File: src/rtl/tmr_irq_vector.sv
module tmr_irq_vector #(
  parameter int NCH = 4,
  parameter int VW  = 8
) (
  input  logic           clk,
  input  logic           rst_n,
  input  logic [NCH-1:0] chan_flag,
  input  logic [NCH-1:0] chan_en,
  input  logic           ovf_flag,
  input  logic           ovf_en,
  input  logic           rd_stb,
  output logic           irq,
  output logic [VW-1:0]  vec,
  output logic [NCH-1:0] chan_clr,
  output logic           ovf_clr
);

  localparam logic [VW-1:0] OVF_CODE = VW'(14);

  logic [NCH-1:0] chan_act;
  logic           ovf_act;
  logic [NCH-1:0] win_chan;
  logic           win_ovf;
  logic [VW-1:0]  win_code;

  assign chan_act = chan_flag & chan_en;
  assign ovf_act  = ovf_flag & ovf_en;
  assign irq      = (|chan_act) | ovf_act;

  always_comb begin
    win_chan = '0;
    win_ovf  = 1'b0;
    win_code = '0;
    for (int i = NCH - 1; i >= 0; i--) begin
      if (chan_act[i]) begin
        win_chan    = '0;
        win_chan[i] = 1'b1;
        win_code    = VW'(2 * (i + 1));
      end
    end
    if (chan_act == '0 && ovf_act) begin
      win_ovf  = 1'b1;
      win_code = OVF_CODE;
    end
  end

  always_ff @(posedge clk) begin
    if (!rst_n) begin
      vec      <= '0;
      chan_clr <= '0;
      ovf_clr  <= 1'b0;
    end else if (rd_stb) begin
      vec      <= win_code;
      chan_clr <= win_chan;
      ovf_clr  <= win_ovf;
    end else begin
      chan_clr <= '0;
      ovf_clr  <= 1'b0;
    end
  end

  // never more than one source retired
  assert_single_clear_R6: assert property (@(posedge clk) disable iff (!rst_n)
    $onehot0({ovf_clr, chan_clr}));

  // a clear only follows a sampled read
  assert_clear_after_read_R6: assert property (@(posedge clk) disable iff (!rst_n)
    (|{ovf_clr, chan_clr}) |-> $past(rd_stb));

  // vector changes only on a read
  assert_vec_hold_R5: assert property (@(posedge clk) disable iff (!rst_n)
    !rd_stb |=> $stable(vec));

  // empty code goes with no clear, and a nonzero code with one
  assert_zero_code_R4: assert property (@(posedge clk) disable iff (!rst_n)
    $past(rd_stb) |-> ((vec == '0) == ({ovf_clr, chan_clr} == '0)));

  // the overflow clear only hits an enabled, pending overflow
  assert_ovf_clear_enabled_R2: assert property (@(posedge clk) disable iff (!rst_n)
    ovf_clr |-> $past(ovf_flag && ovf_en));

  for (genvar g = 0; g < NCH; g++) begin : g_chk
    // a channel clear only hits an enabled, pending channel
    assert_chan_clear_enabled_R2: assert property (@(posedge clk) disable iff (!rst_n)
      chan_clr[g] |-> $past(chan_flag[g] && chan_en[g]));
  end

endmodule

File: config.mk
export PLATFORM = sky130hd
export DESIGN_NAME = tmr_irq_vector
export DESIGN_NICKNAME = d
export VERILOG_FILES = /design/src/rtl/tmr_irq_vector.sv
export SDC_FILE = /design/constraint.sdc
export NUM_CORES = 1
export LEC_CHECK = 0
export BUFFER_PORTS_ARGS = -buffer_cell sky130_fd_sc_hd__clkbuf_2
export CORE_AREA = 2 2 39 41
export DETAILED_ROUTE_END_ITERATION = 16
export DIE_AREA = 0 0 41 43
export PLACE_DENSITY = 0.62
export SLEW_MARGIN = 30
export SYNTH_ARGS = -nofsm -noshare
export SYNTH_HDL_FRONTEND = slang
export SYNTH_SLANG_ARGS = --single-unit
File: constraint.sdc
create_clock -name clk -period 0.8 [get_ports clk]
set_input_delay 0.04 -clock clk [delete_from_list [all_inputs] [get_ports clk]]
set_output_delay 0.04 -clock clk [all_outputs]
set_load 0.01 [all_outputs]
## After elaboration in Yosys (flattened, before gate mapping)

Index checks and enable logic that the tools add are counted.

- Output and inout port bits: 14
- Input bits: 13
- Bits in registers: 13

- Mux-type cells: 10
- Reduce and logical (&&, ||, !) cells: 7
- Bitwise operators: 5

Operator list:

| operator | number |
|---|---|
| 8-bit two-way mux | 4 |
| 4-bit two-way mux | 2 |
| 4-bit OR reduction | 2 |
| 5-bit OR reduction | 1 |
| 4-bit bitwise AND | 1 |
| 4-bit zero test | 1 |
| 3-bit two-way mux | 1 |
| 3-bit OR reduction | 1 |
| 1-bit two-way mux | 2 |
| 2-bit two-way mux | 1 |
| 1-bit inverter | 2 |
| 2-bit AND reduction | 1 |
| 1-bit bitwise AND | 1 |
| 1-bit logical AND | 1 |
| 1-bit OR | 1 |

## Longest topological paths before layout

- Depth in word-level cells: 6
- Depth in mapped cells: 3
- Mapped depth without buffers: 3

## Worst setup path after synthesis

OpenSTA, ideal clock, no wires.

- Kind: register to register
- Start: register vec[1] (netlist name)
- End: register vec[1]
- Path slack: -0.016 ns
- Arrival time: 0.742 ns
- Stages on the path, launching flop included: 4
- Buffers on the path: 0
- Period minus slack after synthesis: 0.816 ns
- Data required time: 0.726 ns
- Path through: dfxtp_1 -> o21ai_0 -> a31o_2 -> a31oi_1

RTL lines:

| element | RTL line | RTL |
|---|---|---|
| end signal, assigned | 53 | `vec <= win_code;` |
| end, declared | 13 | `output logic [VW-1:0] vec,` |

## Final worst setup path

- Start: input chan_flag[0]
- End: output irq

- Cells in the longest elaborated chain, start to end: 3

Ends and longest elaborated chain:

| element | RTL line | RTL |
|---|---|---|
| start, declared | 7 | `input logic [NCH-1:0] chan_flag,` |
| 4-bit bitwise AND | 26 | `assign chan_act = chan_flag & chan_en;` |
| 4-bit OR reduction | 28 | `assign irq = (\|chan_act) \| ovf_act;` |
| 1-bit OR | 28 |  |
| end, declared | 12 | `output logic irq,` |

Every way passes these cells.

==> summary.md <==
| Metric | Value |
|---|---|
| Global-route wire length before repair | 1410 um |
| Top cells by area, synth | dfxtp_1 (46%), buf_4 (11%), nand3_1 (7.2%), nand2_1 (6.5%), nor2_1 (4.3%) |
| DP Area | 489 um2 |
| Worst setup path endpoint | irq |
| WS Path Type | in2out |
| Cell Count, Final, Fillers Out | 86 |
| GRT Max-Usage Layer | met2 |
| Reg2reg setup slack | -0.01 ns |
| Dominant synthesized flop cell | dfxtp_1 |
| Largest net degree at the start of global routing | 7 |
| Largest family of logic cells by synthesized area | compound AO/OA/AOI/OAI gates |
| Antenna violations before repair | 0 |
| Antenna Cells | 0 |
| Synth top cells by count | dfxtp_1 (8), nand2_1 (6), buf_4 (5), nand3_1 (5), nor2_1 (4) |
| Total power after layout | 0.929 mW |
| DR WL/cell | 10.8 um |
| DIE HEIGHT | 43 um |
| Cell with the most instances after synthesis | dfxtp_1 |
| Synth Area in Compound Gates | 20.9% |
| Synth Area in Simple Gates | 20.1% |
| Ratio of cells with drive above 1 in the final layout | 48.6% |
| Post-route ant nets | 0 |
| Critical Path AT | 0.83 ns |
| Layout Skew | 0 ns |
| CP startpoint | chan_flag[0] |
| Met1 layer usage reported by global route | 12.3% |
| Reg2reg end | vec[1] |
| Vias in the first global route | 379 |
| Area grow syn2layout | 55.4% |
| Post-Route WL | 929 um |
| I/O Buffers | 21 |
| Max Root-Sink Buffers | 2 |
| Min cycle time layout | 0.873 ns |
| CTS Sinks | 8 |
| Mux contribution to synthesized area | 0% |
| GP Congestion | 0.694 |
| Hold_buf cts | 0 |
| Gate Count Post-Synth | 41 |
| FP Rows | 14 |
| Crit. End Element | output pin |
| Post-synthesis sequential area ratio | 46.0% |
| Critical path peak fanout | 3 |
| Failing checks | negative setup slack |
| Dpl cells | 82 |
| CP Launch Type | input pin |
| MaxCap Viol Count | 0 |
| Area occupied by multi-input gates | 170 um2 |
| All-Layer GR Usage | 12.3% |
| CTS buffer count | 3 |
| Status | finished, violations left |
| FF+latch area | 161 um2 |
| Seq cells post-synth | 8 |
| Post-Syn Area | 348 um2 |
| Post-Synth Adder-Cell Area | 0% |
| DP HPWL | 691 um |
| Clk_lat worst skew | 0.26 ns |
| Core ar. | 1380 um2 |
| Root buffer cell | clkbuf_4 |
| Period utilisation layout | 109% |
| RSZ-0062 raised after global routing | yes |
| Avg Vias per Cell | 4.53 |
| Initial Util | 25.1% |
| Count of cell types in the netlist | 16 |
| Ys Warns | 0 |
| Die ar. | 1760 um2 |
| Hold WS | 0.0480 ns |
| Final Cell Area | 541 um2 |
| Setup slack after layout | -0.0733 ns |
| Layout Nets | 85 |
| GR Util met3 | 4.71% |
| Xor/xnor share of the synthesized area | 0% |
| Synthesized area per cell | 8.48 um2 |
| I/O pin count | 27 |
| EDFF count, synth | 0 |
| Fmax | 1.15 GHz |
| Die width | 41 um |
| HP Class | in2reg |
| P per Cell Area | 1720 nW/um2 |
| TritonCTS clock tree | done |
| Final Slew Violations | 0 |
| Final core occ | 39.1% |
| Worst Path Required | 0.76 ns |
| Final hold viol count | 0 |
| DRT Pass-1 Iters | 6 |
| Pre-CTS setup slack | -0.101 ns |
| Worst-path clk slew | 0.06 ns |
| Fill count | 153 |
| Worst Reg-to-Reg Cells | 3 |
| DRT iter0 DRCs | 28 |
| DR DRC count | 0 |
| M2 GR Usage | 19.7% |
| VDD IR-drop max | 514 uV |
| Final setup fails | 2 |
| Leak Pwr | 0.274 nW |
| Post-synth top area share | 46.0% |
| Share of async-settable or async-resettable flops after synthesis | 0% |
| CTS HTree Levels | 1 |
| Via count | 390 |
| Area leader, netlist | dfxtp_1 |
| FF-to-FF Start | vec[1] |
| GRT overflow | 0 |
| Setup TNS | -0.0812 ns |
==> kinds of logic after synthesis <==
group	Yosys count
simple gates	16
compound gates	10
flops	8
buf+inv	6
other cells	1
==> state kept, by name (all words and copies together), names as in the netlist <==
name,count
chan_clr,4
ovf_clr,1
vec,3
==> where the power goes <==
| group | switching, mW | total, mW | internal, mW |
|---|---|---|---|
| clock network | 0.152 | 0.324 | 0.173 |
| registers | 0.00630 | 0.420 | 0.414 |
| logic | 0.0933 | 0.184 | 0.0908 |
| total | 0.251 | 0.929 | 0.677 |
==> cell type report <==
cell class / instances / area share, %
well taps: 16 / 3.70
clock buffers: 3 / 4.17
multi-input cells: 31 / 31.5
repair buffers: 27 / 30.1
inverters: 1 / 0.694
flip-flops and latches: 8 / 29.9
==> how the worst min path moves through the flow <==
stage                 startpoint           to  cells past startpoint
floorplan             chan_en[1]  chan_clr[1]                      2
global placement      chan_en[0]  chan_clr[0]                      3
detailed placement    chan_en[0]  chan_clr[0]                      3
CTS                   chan_en[0]  chan_clr[0]                      3
global route        chan_flag[0]  chan_clr[0]                      3
finish              chan_flag[0]  chan_clr[0]                      3
==> routing by layer <==
layer,share of wire (%),up-vias
met5,0,-
met4,1.8,0
met3,9.0,2
met2,54,20
met1,35,172
li1,-,196
==> critical path: stages <==
cell and delay (ns):
buf_6 0.09, a222oi_1 0.33, buf_4 0.18, nand3_2 0.07, buf_6 0.13
==> placed cells by master (no fill, tap or decap) <==
master,synthesis,layout
a22o_1,1,1
nand2_1,6,6
a222oi_1,1,1
o21ai_2,0,1
nor2_1,4,4
nor3b_1,1,1
clkbuf_4,0,3
nand3_1,5,4
a31o_2,1,1
dfxtp_2,0,1
inv_1,1,1
a21oi_1,1,1
conb_1,1,5
a32o_1,1,1
nand3_2,0,1
o21ai_0,2,1
a31oi_1,2,2
buf_6,0,2
clkbuf_2,0,19
buf_4,5,6
dfxtp_1,8,7
a21boi_0,1,1
==> what timing repair did <==
action                                  in CTS  in global routing
endpoints found under the setup margin       2                  3
setup buffers                                1                  0
pin swaps                                    1                  1
gates resized for setup                      2                  4
No activity file was read; power rests on OpenSTA's default activity.
